<file path="src/rtl/shfifo_pkg.sv">
package shfifo_pkg;
  typedef enum logic [2:0] {
    REJ_NONE    = 3'd0,
    REJ_ACTIVE  = 3'd1,
    REJ_PARITY  = 3'd2,
    REJ_ORDER   = 3'd3,
    REJ_SMALL   = 3'd4,
    REJ_WHOLE   = 3'd5,
    REJ_OVERLAP = 3'd6
  } rej_e;
endpackage

</file>
<file path="src/rtl/shfifo_alloc.sv">
module shfifo_alloc
  import shfifo_pkg::*;
#(
  parameter int NCH = 8,
  parameter int AW  = 8,
  localparam int CW = $clog2(NCH)
) (
  input  logic                     clk,
  input  logic                     rst_n,
  input  logic                     cfg_valid,
  input  logic [CW-1:0]            cfg_ch,
  input  logic [AW-1:0]            cfg_start,
  input  logic [AW-1:0]            cfg_end,
  input  logic [AW:0]              cfg_thresh,
  input  logic [NCH-1:0]           act_req,
  output logic [NCH-1:0]           alloc_vld,
  output logic [NCH-1:0][AW-1:0]   base,
  output logic [NCH-1:0][AW-1:0]   last,
  output logic [NCH-1:0][AW:0]     thr,
  output logic                     cfg_done,
  output logic [2:0]               cfg_code
);
  rej_e verdict;
  logic hit;

  always_comb begin
    hit = 1'b0;
    for (int j = 0; j < NCH; j++) begin
      if (alloc_vld[j] && (CW'(j) != cfg_ch) &&
          !((cfg_end < base[j]) || (cfg_start > last[j])))
        hit = 1'b1;
    end
    if (act_req[cfg_ch] && alloc_vld[cfg_ch])       verdict = REJ_ACTIVE;
    else if (cfg_start[0] || !cfg_end[0])           verdict = REJ_PARITY;
    else if (cfg_end <= cfg_start)                  verdict = REJ_ORDER;
    else if ((cfg_end - cfg_start) < AW'(3))        verdict = REJ_SMALL;
    else if ((cfg_start == '0) && (&cfg_end))       verdict = REJ_WHOLE;
    else if (hit)                                   verdict = REJ_OVERLAP;
    else                                            verdict = REJ_NONE;
  end

  always_ff @(posedge clk or negedge rst_n) begin
    if (!rst_n) begin
      alloc_vld <= '0;
      base      <= '0;
      last      <= '0;
      thr       <= '0;
      cfg_done  <= 1'b0;
      cfg_code  <= 3'd0;
    end else begin
      cfg_done <= cfg_valid;
      if (cfg_valid) cfg_code <= verdict;
      if (cfg_valid && verdict == REJ_NONE) begin
        alloc_vld[cfg_ch] <= 1'b1;
        base[cfg_ch]      <= cfg_start;
        last[cfg_ch]      <= cfg_end;
        thr[cfg_ch]       <= cfg_thresh;
      end
    end
  end

  generate
    for (genvar i = 0; i < NCH; i++) begin : g_chk
      p_parity_r3: assert property (@(posedge clk) disable iff (!rst_n)
        alloc_vld[i] |-> (!base[i][0] && last[i][0] && last[i] > base[i]));
      for (genvar k = i + 1; k < NCH; k++) begin : g_pair
        p_disjoint_r7: assert property (@(posedge clk) disable iff (!rst_n)
          (alloc_vld[i] && alloc_vld[k]) |-> (last[i] < base[k] || last[k] < base[i]));
      end
    end
  endgenerate

  p_frozen_when_active_r2: assert property (@(posedge clk) disable iff (!rst_n)
    (cfg_valid && act_req[cfg_ch] && alloc_vld[cfg_ch]) |=> $stable(base) && $stable(last));
endmodule

</file>
<file path="src/rtl/shfifo_chan.sv">
module shfifo_chan #(
  parameter int AW = 8
) (
  input  logic          clk,
  input  logic          rst_n,
  input  logic          active,
  input  logic [AW-1:0] base,
  input  logic [AW-1:0] last,
  input  logic [AW:0]   thr,
  input  logic          wr_fire,
  input  logic          wr_eom,
  input  logic          rd_fire,
  input  logic          rd_eom,
  output logic [AW-1:0] waddr,
  output logic [AW-1:0] raddr,
  output logic          full,
  output logic          empty,
  output logic          req
);
  logic [AW-1:0] wofs, rofs, span;
  logic          wwrap, rwrap;
  logic [AW:0]   size, fill, eomc;

  assign span  = last - base;
  assign size  = {1'b0, span} + (AW+1)'(1);
  assign waddr = base + wofs;
  assign raddr = base + rofs;
  assign empty = (wofs == rofs) && (wwrap == rwrap);
  assign full  = (wofs == rofs) && (wwrap != rwrap);
  assign fill  = (wwrap == rwrap) ? ({1'b0, wofs} - {1'b0, rofs})
                                  : (size - ({1'b0, rofs} - {1'b0, wofs}));
  assign req   = active && (((fill != '0) && (fill >= thr)) || (eomc != '0));

  always_ff @(posedge clk or negedge rst_n) begin
    if (!rst_n) begin
      wofs <= '0; rofs <= '0; wwrap <= 1'b0; rwrap <= 1'b0; eomc <= '0;
    end else if (!active) begin
      wofs <= '0; rofs <= '0; wwrap <= 1'b0; rwrap <= 1'b0; eomc <= '0;
    end else begin
      if (wr_fire) begin
        if (wofs == span) begin
          wofs  <= '0;
          wwrap <= ~wwrap;
        end else begin
          wofs <= wofs + AW'(1);
        end
      end
      if (rd_fire) begin
        if (rofs == span) begin
          rofs  <= '0;
          rwrap <= ~rwrap;
        end else begin
          rofs <= rofs + AW'(1);
        end
      end
      eomc <= eomc + (AW+1)'(wr_fire && wr_eom) - (AW+1)'(rd_fire && rd_eom);
    end
  end

  p_no_overflow_r10: assert property (@(posedge clk) disable iff (!rst_n)
    full |-> !wr_fire);
  p_no_underflow_r9: assert property (@(posedge clk) disable iff (!rst_n)
    empty |-> !rd_fire);
  p_ofs_in_region_r9: assert property (@(posedge clk) disable iff (!rst_n)
    active |-> (wofs <= span && rofs <= span));
  p_eom_has_data_r12: assert property (@(posedge clk) disable iff (!rst_n)
    (eomc != '0) |-> !empty);
endmodule

</file>
<file path="src/rtl/shfifo_ram.sv">
module shfifo_ram #(
  parameter int AW = 8,
  parameter int WW = 9,
  localparam int DEPTH = 1 << AW
) (
  input  logic          clk,
  input  logic          we,
  input  logic [AW-1:0] waddr,
  input  logic [WW-1:0] wdata,
  input  logic [AW-1:0] raddr,
  output logic [WW-1:0] rdata
);
  logic [WW-1:0] mem [DEPTH];

  always_ff @(posedge clk) begin
    if (we) mem[waddr] <= wdata;
  end

  assign rdata = mem[raddr];
endmodule

</file>
<file path="src/rtl/shfifo_part.sv">
module shfifo_part #(
  parameter int NCH = 8,
  parameter int AW  = 8,
  parameter int DW  = 8,
  localparam int CW = $clog2(NCH)
) (
  input  logic           clk,
  input  logic           rst_n,
  input  logic           cfg_valid,
  input  logic [CW-1:0]  cfg_ch,
  input  logic [AW-1:0]  cfg_start,
  input  logic [AW-1:0]  cfg_end,
  input  logic [AW:0]    cfg_thresh,
  output logic           cfg_done,
  output logic [2:0]     cfg_code,
  input  logic [NCH-1:0] act_req,
  output logic [NCH-1:0] chan_active,
  input  logic           wr_valid,
  output logic           wr_ready,
  input  logic [CW-1:0]  wr_ch,
  input  logic [DW-1:0]  wr_data,
  input  logic           wr_eom,
  input  logic           rd_ready,
  output logic           rd_valid,
  input  logic [CW-1:0]  rd_ch,
  output logic [DW-1:0]  rd_data,
  output logic           rd_eom,
  output logic [NCH-1:0] xfer_req
);
  logic [NCH-1:0]          alloc_vld, full, empty;
  logic [NCH-1:0][AW-1:0]  base, last, waddr_v, raddr_v;
  logic [NCH-1:0][AW:0]    thr;
  logic                    wr_fire, rd_fire;

  shfifo_alloc #(.NCH(NCH), .AW(AW)) u_alloc (
    .clk(clk), .rst_n(rst_n), .cfg_valid(cfg_valid), .cfg_ch(cfg_ch),
    .cfg_start(cfg_start), .cfg_end(cfg_end), .cfg_thresh(cfg_thresh),
    .act_req(act_req), .alloc_vld(alloc_vld), .base(base), .last(last),
    .thr(thr), .cfg_done(cfg_done), .cfg_code(cfg_code)
  );

  assign chan_active = act_req & alloc_vld;
  assign wr_ready    = chan_active[wr_ch] && !full[wr_ch];
  assign wr_fire     = wr_valid && wr_ready;
  assign rd_valid    = chan_active[rd_ch] && !empty[rd_ch];
  assign rd_fire     = rd_valid && rd_ready;

  generate
    for (genvar i = 0; i < NCH; i++) begin : g_ch
      shfifo_chan #(.AW(AW)) u_chan (
        .clk(clk), .rst_n(rst_n), .active(chan_active[i]),
        .base(base[i]), .last(last[i]), .thr(thr[i]),
        .wr_fire(wr_fire && (wr_ch == CW'(i))), .wr_eom(wr_eom),
        .rd_fire(rd_fire && (rd_ch == CW'(i))), .rd_eom(rd_eom),
        .waddr(waddr_v[i]), .raddr(raddr_v[i]),
        .full(full[i]), .empty(empty[i]), .req(xfer_req[i])
      );
    end
  endgenerate

  shfifo_ram #(.AW(AW), .WW(DW + 1)) u_ram (
    .clk(clk), .we(wr_fire), .waddr(waddr_v[wr_ch]), .wdata({wr_eom, wr_data}),
    .raddr(raddr_v[rd_ch]), .rdata({rd_eom, rd_data})
  );

  p_write_needs_alloc_r8: assert property (@(posedge clk) disable iff (!rst_n)
    wr_fire |-> alloc_vld[wr_ch]);
  p_req_only_active_r11: assert property (@(posedge clk) disable iff (!rst_n)
    (xfer_req & ~chan_active) == '0);
endmodule

</file>
<file path="config.mk">
export PLATFORM = sky130hd
export DESIGN_NAME = shfifo_part
export DESIGN_NICKNAME = d
export VERILOG_FILES = /design/src/rtl/shfifo_pkg.sv /design/src/rtl/shfifo_alloc.sv /design/src/rtl/shfifo_chan.sv /design/src/rtl/shfifo_ram.sv /design/src/rtl/shfifo_part.sv
export SDC_FILE = /design/constraint.sdc
export NUM_CORES = 2
export LEC_CHECK = 0
export CAP_MARGIN = 5
export CELL_PAD_IN_SITES_DETAIL_PLACEMENT = 1
export CELL_PAD_IN_SITES_GLOBAL_PLACEMENT = 2
export CORE_MARGIN = 5
export CORE_UTILIZATION = 28
export DETAILED_ROUTE_END_ITERATION = 7
export DONT_BUFFER_PORTS = 1
export PLACE_DENSITY = 0.61
export SLEW_MARGIN = 20
export SYNTH_ARGS = -nofsm -noshare
export SYNTH_HDL_FRONTEND = slang
export SYNTH_SLANG_ARGS = --single-unit
</file>
<file path="constraint.sdc">
create_clock -name clk -period 10.8 [get_ports clk]
set_input_delay 0.54 -clock clk [delete_from_list [all_inputs] [get_ports clk]]
set_output_delay 0.54 -clock clk [all_outputs]
set_load 0.02 [all_outputs]
</file>
==> impl_metrics.tcl <==
set metrics [dict create \
    clock_skew_ns 0.1013 \
    yosys-top-cells-area "edfxtp_1 52%, dfrtp_1 8.0%, ha_1 6.3%, nand2_1 5.8%, nand3_1 2.7%" \
    die_h_um 702.4 \
    crit_type "register to output pin" \
    ys_seq_area_share_pct 59.52 \
    ys.flop_type "edfxtp_1" \
    initial_utilization_pct 28.07 \
    synth.mux.area_fraction_pct 3.870 \
    drv_slew 0 \
    via_count 94090 \
    antenna_found_initial 50 \
    syn_to_final_growth_pct 14.48 \
    leakage_nw 56.83 \
    yosys.area.top_type "edfxtp_1" \
    r2r_end "g_ch[3].u_chan.eomc[8]$_DFF_PN0_" \
    fin_tns_setup_ns 0 \
    relSlewSlack_pct 16.37 \
    drive_gt1_share_pct 9.052 \
    synthSimpleGateAreaFrac_pct 13.82 \
    grt_max_degree 429 \
    nets 12190 \
    multi_input_area_sq_um 49940 \
    coreArea_sq_um 478300 \
    synth-edff-count 2304 \
    dpl-instance-area_sq_um 141600 \
    worst_pin_slew_ns 1.250 \
    synth_cells 11280 \
    synth_fa_ha_area_share_pct 7.913 \
    wirelength_um 515800 \
    start_kind "register" \
    cap_violations 0 \
    powerDensity_nw_per_um2 187.1 \
    dieArea_sq_um 493400 \
    clk_pin_slew_ns 0.06 \
    critical_path.max_fanout 57 \
    wire_per_inst_um 28.59 \
    vias_per_cell 5.215 \
    synth_most_common_cell "edfxtp_1" \
    grt_pass1_wl_um 731800 \
    min_period_over_period_pct 85.22 \
    clk_latency_ns 1.00 \
    yosysUniqueCellTypes 91 \
    synth-seq-cells 2732 \
    synth-compound-area-share_pct 8.647 \
    pin_count 87 \
    synthArstFlopShare_pct 15.67 \
    cts.sinks 2732 \
    die_w_um 702.4 \
    hold_viol 0 \
    rsz0062_at_grt "false" \
    yosys.area_share.xor_xnor_pct 2.676 \
    final_area_sq_um 153700 \
    cts_tree "yes" \
    syn_area_sq_um 134200 \
    setup_violations 0 \
    clock.fmax_mhz 108.7 \
    hpwl_um 326400 \
    remaining_drc_errors 0 \
    ys_warn_count 0 \
    drt_iter0_drc 8369 \
    syn_area_per_cell_sq_um 11.90 \
    worstPathRequired_ns 10.26 \
    cts_buffers 328 \
    reg2regPathDepth 32 \
    critPathArrivalTime_ns 8.66 \
    grt_overflow 0 \
    syn_nets 12120 \
    ant_nets 0 \
    htree_levels 5 \
    root_buffer "clkbuf_16" \
    r2r_start "g_ch[3].u_chan.rofs[0]$_DFFE_PN0P_" \
    grtUsageTotal_pct 20.29 \
    status "finished clean" \
    endpoint "rd_data[1]" \
    peakVddDrop_v 0.0001298 \
    min_period_ns 9.204 \
    hold_class "input pin to register" \
    r2r_setup_slack_ns 2.01 \
    critPathCaptureType "output pin" \
    num_rows 254 \
    gp_congestion 0.8571 \
    seqCellArea_sq_um 79900 \
    port_buffers 0 \
    yosys-top-cells-count "2304 x edfxtp_1, 2060 x nand2_1, 723 x nand3_1" \
    startpoint "g_ch[0].u_chan.rofs[0]$_DFFE_PN0P_" \
    drt-pass1-iter-count 6 \
    synth_top_area_share_pct 51.54 \
    grt_pass1_vias 96600 \
    clockBufferDepth 4 \
    synth_top_family_by_area "simple AND/OR/NAND/NOR gates" \
    cts_resized 0 \
    nFillCells 51700 \
]
## layout by cell type (no fill, tap or decap), types with 266 or more instances in the layout
cell          n
edfxtp_1   2304
nand2_1    2059
nand3_1     721
ha_1        681
inv_1       535
nor2_1      528
a21oi_1     437
dfrtp_1     428
clkbuf_16   332
o21ai_0     295
and3_1      277
xnor2_1     266
## metal layers
layer / track usage, % / wire, um / up-vias
met3: 2.915 / 29230 / 664
met4: 5.988 / 16260 / 6
met1: 28.04 / 230500 / 49440
li1: - / - / 41320
met5: 0 / 37 / -
met2: 33.00 / 239800 / 2663
## metrics by stage
stage               hold WS, ns  total power [mW]  instances  setup WS, ns  util (%)
floorplan                0.2444             15.54      11280         5.109         -
finish                0.0008987             28.76      18040         1.596     32.13
CTS                    0.001619             29.03      18000         1.464     32.03
global route           0.001125             29.95      18030         1.194     32.12
global placement         0.3385             17.60      17320         1.752     29.56
detailed placement       0.3339             17.70      17330         2.031     29.60
## cells by family (layout without fill, tap and decap cells)
family | count (synthesis) | after routing
AOI/OAI and AO/OA | 1744 | 1744
xor gates and xnor gates | 399 | 399
adders and majority gates | 786 | 786
buffers and inverters | 1097 | 1430
DFF | 2732 | 2732
muxes | 361 | 361
other | 0 | 33
and+or+nand+nor | 4159 | 4159
## registers in the layout, indices dropped and copies added (netlist names)
name,cells
u_alloc.base,64
g_ch.u_chan.rofs,64
u_alloc.cfg_done,1
g_ch.u_chan.wofs,64
u_alloc.alloc_vld,8
u_alloc.last,64
g_ch.u_chan.rwrap,8
u_alloc.thr,72
g_ch.u_chan.wwrap,8
u_alloc.cfg_code,3
g_ch.u_chan.eomc,72
u_ram.mem,2304
## what timing repair did
| action | CTS | global route |
|---|---|---|
| setup endpoints to repair | 0 | 0 |
| hold buffers | 82 | 4 |
| buffers inserted | 0 | 0 |
| endpoints found under the hold margin | 2510 | 144 |
## layout make-up
type                    count  area share [%]
diodes                     33         0.05374
clock buffers             420           5.686
clock inverters           170           1.063
inverters                 546           1.334
multi-input cells        7449           32.49
flip-flops and latches   2732           51.99
well taps                6400           5.211
repair buffers            294           2.169
## worst min path at each step
stage                     from                                  to  cells past startpoint
finish              wr_data[2]         u_ram.mem[173][2]$_DFFE_PP_                      1
CTS                   rd_ch[0]  g_ch[3].u_chan.rofs[4]$_DFFE_PN0P_                      2
global placement         rst_n    g_ch[7].u_chan.eomc[6]$_DFF_PN0_                      0
global route        wr_data[2]         u_ram.mem[175][2]$_DFFE_PP_                      1
floorplan                rst_n    g_ch[0].u_chan.eomc[0]$_DFF_PN0_                      0
detailed placement       rst_n    g_ch[2].u_chan.eomc[7]$_DFF_PN0_                      0
## critical path, cell delays in order (launching register included)
cell       delay [ns]
dfrtp_1          0.51
ha_1             0.24
inv_1            0.06
fa_1             0.53
mux2i_1          0.42
mux2i_1          0.25
o211ai_4         0.53
buf_16           0.23
buf_12           0.31
buf_4            0.42
buf_4            0.59
buf_4            0.56
nand2_1          0.10
and3_1           0.20
a311oi_1         0.53
a311oi_1         0.19
a31oi_1          0.48
o2bb2ai_1        0.16
nor4_1           0.58
and3_1           0.63
## power by group
part           internal, mW  switching, mW  leakage (nW)
sequential             11.6          0.142          26.3
clock                  6.27           4.68          5.07
combinational          2.07           4.03          25.4
total                  19.9           8.85          56.8
Power figures use the tool's default switching activity.
